`src/rtl/dio_bank_if.sv`:
```
module dio_bank_if #(
  parameter int ADDR_W   = 5,
  parameter int CHIP_IDX = 0,
  parameter int NPORT    = 6,
  parameter int PEND_W   = 3,
  localparam int NLINE   = NPORT * 8
) (
  input  logic              clk,
  input  logic              rst_n,
  input  logic              bus_wr,
  input  logic              bus_rd,
  input  logic [ADDR_W-1:0] bus_addr,
  input  logic [7:0]        bus_wdata,
  output logic [7:0]        bus_rdata,
  input  logic [NLINE-1:0]  pin_in,
  output logic [NLINE-1:0]  pin_sink,
  input  logic [PEND_W-1:0] irq_pend,
  output logic              pg_wr,
  output logic              pg_rd,
  output logic [1:0]        pg_page,
  output logic [1:0]        pg_idx,
  output logic [7:0]        pg_wdata,
  input  logic [7:0]        pg_rdata
);
  localparam int HI_W = ADDR_W - 4;
  localparam logic [3:0] OFF_PEND = 4'd6;
  localparam logic [3:0] OFF_CTRL = 4'd7;

  logic [3:0]       off;
  logic             hit, wr_hit, rd_hit, pg_win;
  logic [1:0]       page_q;
  logic [NPORT-1:0] lock_q;
  logic [NLINE-1:0] lat_q, sync1_q, sync2_q;
  logic [7:0]       rd_val;

  assign off    = bus_addr[3:0];
  assign hit    = bus_addr[ADDR_W-1:4] == HI_W'(CHIP_IDX);
  assign wr_hit = bus_wr && hit;
  assign rd_hit = bus_rd && hit;
  assign pg_win = (off >= 4'd8) && (off <= 4'd10) && (page_q != 2'd0);

  assign pg_wr    = wr_hit && pg_win;
  assign pg_rd    = rd_hit && pg_win;
  assign pg_page  = page_q;
  assign pg_idx   = off[1:0];
  assign pg_wdata = bus_wdata;
  assign pin_sink = lat_q;

  always_ff @(posedge clk or negedge rst_n) begin
    if (!rst_n) begin
      lat_q  <= '0;
      page_q <= 2'd0;
      lock_q <= '0;
    end else if (wr_hit) begin
      for (int p = 0; p < NPORT; p++)
        if (off == 4'(p) && !lock_q[p])
          lat_q[p*8 +: 8] <= bus_wdata;
      if (off == OFF_CTRL) begin
        page_q <= bus_wdata[7:6];
        lock_q <= bus_wdata[NPORT-1:0];
      end
    end
  end

  always_ff @(posedge clk or negedge rst_n) begin
    if (!rst_n) begin
      sync1_q <= '0;
      sync2_q <= '0;
    end else begin
      sync1_q <= pin_in;
      sync2_q <= sync1_q;
    end
  end

  always_comb begin
    rd_val = 8'h00;
    for (int p = 0; p < NPORT; p++)
      if (off == 4'(p))
        rd_val = ~sync2_q[p*8 +: 8];
    if (off == OFF_PEND) rd_val = 8'(irq_pend);
    if (off == OFF_CTRL) rd_val = {page_q, lock_q};
    if (pg_win)          rd_val = pg_rdata;
  end

  always_ff @(posedge clk or negedge rst_n) begin
    if (!rst_n) bus_rdata <= 8'h00;
    else        bus_rdata <= rd_hit ? rd_val : 8'h00;
  end

  for (genvar p = 0; p < NPORT; p++) begin : g_lock_chk
    p_locked_port_stable_r5: assert property (@(posedge clk) disable iff (!rst_n)
      lock_q[p] |=> $stable(lat_q[p*8 +: 8]));
  end

  p_miss_quiet_r10: assert property (@(posedge clk) disable iff (!rst_n)
    (bus_wr && !hit) |=> ($stable(lat_q) && $stable(page_q) && $stable(lock_q)));

  p_rdata_idle_r11: assert property (@(posedge clk) disable iff (!rst_n)
    !rd_hit |=> (bus_rdata == 8'h00));

  p_pg_strobe_r8: assert property (@(posedge clk) disable iff (!rst_n)
    (pg_wr || pg_rd) |-> ((pg_page != 2'd0) && (pg_idx != 2'd3)));
endmodule

```
`config.mk`:
```
export PLATFORM = sky130hd
export DESIGN_NAME = dio_bank_if
export DESIGN_NICKNAME = d
export VERILOG_FILES = /design/src/rtl/dio_bank_if.sv
export SDC_FILE = /design/constraint.sdc
export NUM_CORES = 1
export LEC_CHECK = 0
export BUFFER_PORTS_ARGS = -buffer_cell sky130_fd_sc_hd__buf_4
export CAP_MARGIN = 0
export CELL_PAD_IN_SITES_DETAIL_PLACEMENT = 1
export CELL_PAD_IN_SITES_GLOBAL_PLACEMENT = 1
export CORE_MARGIN = 1.5
export CORE_UTILIZATION = 45
export DETAILED_ROUTE_END_ITERATION = 8
export PLACE_DENSITY_LB_ADDON = 0.1
export SYNTH_ARGS = -nofsm -noshare
export SYNTH_HDL_FRONTEND = slang
export SYNTH_SLANG_ARGS = --single-unit
```
`constraint.sdc`:
```
create_clock -name clk -period 2.2 [get_ports clk]
set_input_delay 0.44 -clock clk [delete_from_list [all_inputs] [get_ports clk]]
set_output_delay 0.44 -clock clk [all_outputs]
set_load 0.02 [all_outputs]
```
-- Word-level counts from Yosys, hierarchy flattened
Cells that the tools add are included.
- register bits: 160
- output and inout bits: 70
- order comparisons: 2
- eq/ne operators: 7
- mux-type cells: 10
- bitwise operators: 7
- reductions and logical operators: 27
- operators by type and width (kind ; number):
    8-bit two-way mux ; 10
    8-bit NOT ; 6
    4-bit by 3-bit == test with 1-bit output, second input constant ; 4
    2-bit AND reduction ; 7
    1-bit logical AND ; 12
    4-bit by 2-bit == test with 1-bit output, second input constant ; 2
    1-bit zero test ; 6
    4-bit by 1-bit == test with 1-bit output, second input constant ; 1
    4-bit >= comparator, second input constant ; 1
    4-bit less-or-equal comparator, second input constant ; 1
    4-bit zero test ; 1
    2-bit nonzero test ; 1
    1-bit NOT ; 1

-- Logic depth before layout (Yosys ltp)
- depth in word-level cells: 11
- mapped depth: 6

-- Worst setup path after synthesis
OpenSTA, ideal clock, no wires.
- kind: input to register
- start: in bus_addr[0]
- end: reg lat_q[32] (netlist: pin_sink[32])
- arrival time: 1.984 ns
- data required time: 2.075 ns
- setup slack: 0.091 ns
- cell stages on the path: 6
- path buffers: 3
- path through: buf_6 or4b_1 buf_2 or3_1 buf_6 mux2_4
- longest elaborated chain between the ends: 3
- ends and longest elaborated chain (item ; line ; RTL):
    start, declared ; 12 ; input logic [ADDR_W-1:0] bus_addr,
    4-bit by 3-bit == test with 1-bit output ; 56 ; if (off == 4'(p) && !lock_q[p])
    1-bit logical AND ; 56 ;
    2-bit AND reduction (no line) ; n/a ;
    end signal, assigned by index ; 57 ; lat_q[p*8 +: 8] <= bus_wdata;
    end, declared ; 33 ; logic [NLINE-1:0] lat_q, sync1_q, sync2_q;
No other way between the ends.
A chain may end at the register's enable or synchronous reset.

-- Worst setup path after layout
- start: reg page_q[0] (netlist: pg_page[0])
- end: out pg_wr
- longest elaborated chain between the ends: 3
- ends and longest elaborated chain (item ; line ; RTL):
    start, declared ; 31 ; logic [1:0] page_q;
    start signal, assigned ; 59 ; page_q <= bus_wdata[7:6];
    2-bit nonzero test ; 40 ; assign pg_win = (off >= 4'd8) && (off <= 4'd10) && (page_q != 2'd0);
    1-bit logical AND ; 40 ;
    1-bit logical AND ; 42 ; assign pg_wr = wr_hit && pg_win;
    end, declared ; 18 ; output logic pg_wr,
No other way between the ends.

==> flow_summary.ini <==
[sta]
min_period_ns = 2.01
skew_ns = 0.00832
fmax_mhz = 496
rsz0062_at_grt = false
worst_slack_ns = 0.185
hold_slack_ns = 0.121
slew_violations = 0
setup_viol = 0
fin_crit_sh = 0.916
tightest_slew_ns = 0.484
slew_headroom = 0.677
hold_violations = 0

[pwr]
peakVddDrop_uv = 718
leakage_nw = 3.57
p_per_area_nw_per_um2 = 1010

[final_layout]
finish.utilization = 0.624
syn_to_final_growth_pct = 35.2
fin_area_sq_um = 7460
final_nets = 577
fillers = 1113
num_antenna_cells = 0
drive_gt1_frac = 0.516

[floorplan]
core-area_sq_um = 12000
row_count = 40
die_x_um = 114
dieArea_sq_um = 12900
io_pins = 146
fp.dieH_um = 114
start_util = 0.461

[route]
wl_met2_um = 7040
first_iter_violations = 118
vias = 3394
wl_met1_um = 5250
wl_per_cell_um = 20.0
top_layer_used = met4
dr.pass1.iters = 4
drc = 0
drtAntennaViolNets = 0
wl_met3_um = 702
post_drt_via_cell_ratio = 5.13
wl_um = 13200

[synthesis]
syn_area_sq_um = 5520
ys_seq_area_frac = 0.726
syn_area_per_cell_sq_um = 16.2
ys_ff_latch = 160
syn_inst = 341
synthDistinctLibCells = 36
synth_nets = 417
synth_warnings = 0

[grt]
grt_pass1_wl_um = 21000
grt_pass1_vias = 3785
grt_usage = 0.224
gr-total-overflow = 0
antenna_found_initial = 0
grt_max_degree = 58

[critical_path]
r2r_start = pg_page[1]$_DFFE_PN0P_
endpoint_kind = output pin
start_kind = flop
cp_max_fo = 7
crit_arrival_ns = 1.57
critical_path_class = reg2out
crit_required_ns = 1.76
crit_start = pg_page[0]$_DFFE_PN0P_

[cts]
clockBufferDepth = 2
clkSlewWorstSetupHoldPaths_ns = 0.06
h-tree-depth = 4
cts_tree = built
root_buffer = clkbuf_16
cts_buffers = 17
clock_sinks = 160
insertion_delay_ns = 0.42

[flow_run]
cap_violations = 0

[hold_path]
min_from = pin_in[15]
min_path_type = in2reg

[placed_design]
dpl_cell_area_sq_um = 6830
portBuffers = 145
post-place-ws_ns = -0.00535
detailed_place_hpwl_um = 9160
gp_congestion = 0.769

[outcome]
status = finished, final reports clean
==> worst max-delay path, stage by stage (launching register included) <==
cell       delay [ns]
dfrtp_1          0.46
o2111ai_2        0.41
nor2_1           0.10
buf_4            0.18
==> cell usage after synthesis, drive strengths merged <==
master	count	area share
a21oi	9	0.0082
a22oi	4	0.0054
nand3	1	0.00091
a211oi	4	0.0054
or4	1	0.0014
mux2	64	0.14
o22ai	7	0.0079
o221a	1	0.0020
nand3b	1	0.0014
clkbuf	7	0.0048
a31oi	1	0.0011
buf	17	0.022
mux4	3	0.012
o2111ai	1	0.0016
or4b	2	0.0036
nor2	11	0.0075
or3b	1	0.0016
o21ai	3	0.0027
or3	4	0.0045
o32ai	4	0.0063
inv	1	0.00068
nand2	5	0.0034
dfrtp	160	0.73
nand2b	5	0.0057
nor2b	8	0.0091
a221oi	1	0.0016
o2111a	1	0.0020
nor3	11	0.011
nor3b	1	0.0014
nor4	1	0.0011
o221ai	1	0.0016
==> routing by layer <==
layer | up-vias | GRT usage
li1 | 1523 | -
met3 | 18 | 0.0553
met1 | 1738 | 0.270
met4 | 0 | 0.0933
met5 | - | 0
met2 | 115 | 0.386
==> report_power, final <==
| part | internal [mW] | leakage (nW) | switching [mW] | total (mW) |
|---|---|---|---|---|
| combinational | 0.569 | 1.33 | 0.571 | 1.14 |
| clock | 1.86 | 0.302 | 1.15 | 3.01 |
| sequential | 3.24 | 1.94 | 0.167 | 3.41 |
==> what timing repair did <==
item,in CTS,in global routing
endpoints found under the hold margin,39,0
hold buffers,1,0
buffers inserted,0,0
resized for setup,1,0
endpoints found under the setup margin,2,0
==> flip-flops by register name, summed over array words and instances (netlist names) <==
register / flops
bus_rdata: 8
pg_page: 2
pin_sink: 48
sync2_q: 48
sync1_q: 48
lock_q: 6
==> final timing paths <==
| path | end | slack (ns) | depth (start not counted) |
|---|---|---|---|
| max reg2reg | bus_rdata[1]$_DFF_PN0_ | 0.58 | 4 |
| max in group asynchronous | sync2_q[46]$_DFF_PN0_ | 1.07 | 3 |
| min in group asynchronous | pin_sink[42]$_DFFE_PN0P_ | 0.51 | 2 |
| min | sync1_q[15]$_DFF_PN0_ | 0.12 | 1 |
| min reg2reg | sync2_q[3]$_DFF_PN0_ | 0.35 | 0 |
| max | pg_wr | 0.19 | 3 |
==> layout make-up <==
| cell class | count | area (sq um) | share of cell area |
|---|---|---|---|
| clock inverter | 11 | 156 | 0.0210 |
| inverter | 1 | 3.75 | 0.000503 |
| sequential | 160 | 4000 | 0.537 |
| multi-input combinational | 156 | 1370 | 0.183 |
| clock buffer | 21 | 460 | 0.0617 |
| tap | 147 | 184 | 0.0247 |
| timing repair buffer | 165 | 1280 | 0.172 |
==> stage by stage <==
step                power, mW  cells  TNS (ns)
CTS                      7.65    661         0
floorplan                3.97    341         0
detailed placement       4.60    628  -0.00622
finish                   7.56    661         0
global route             7.86    661         0
global placement         4.56    628         0
==> cells by family (layout without fill, tap and decap cells) <==
group	after synthesis	in the layout	synth area share
DFF	160	160	0.726
AOI/OAI and AO/OA	37	37	0.0460
and+or+nand+nor	52	52	0.0524
muxes	67	67	0.148
buffers and inverters	25	198	0.0274
==> cell usage in the layout (no fill, tap or decap), drive strengths merged, types with 2 or more instances in the layout <==
cell type / count
buf: 164
dfrtp: 160
mux2: 64
clkbuf: 21
nor2: 11
nor3: 11
a21oi: 9
nor2b: 8
o22ai: 7
clkinv: 7
nand2b: 5
nand2: 5
a211oi: 4
or3: 4
a22oi: 4
o32ai: 4
o21ai: 3
mux4: 3
bufinv: 3
or4b: 2
inv: 2
(Power assumes the default switching activity.)
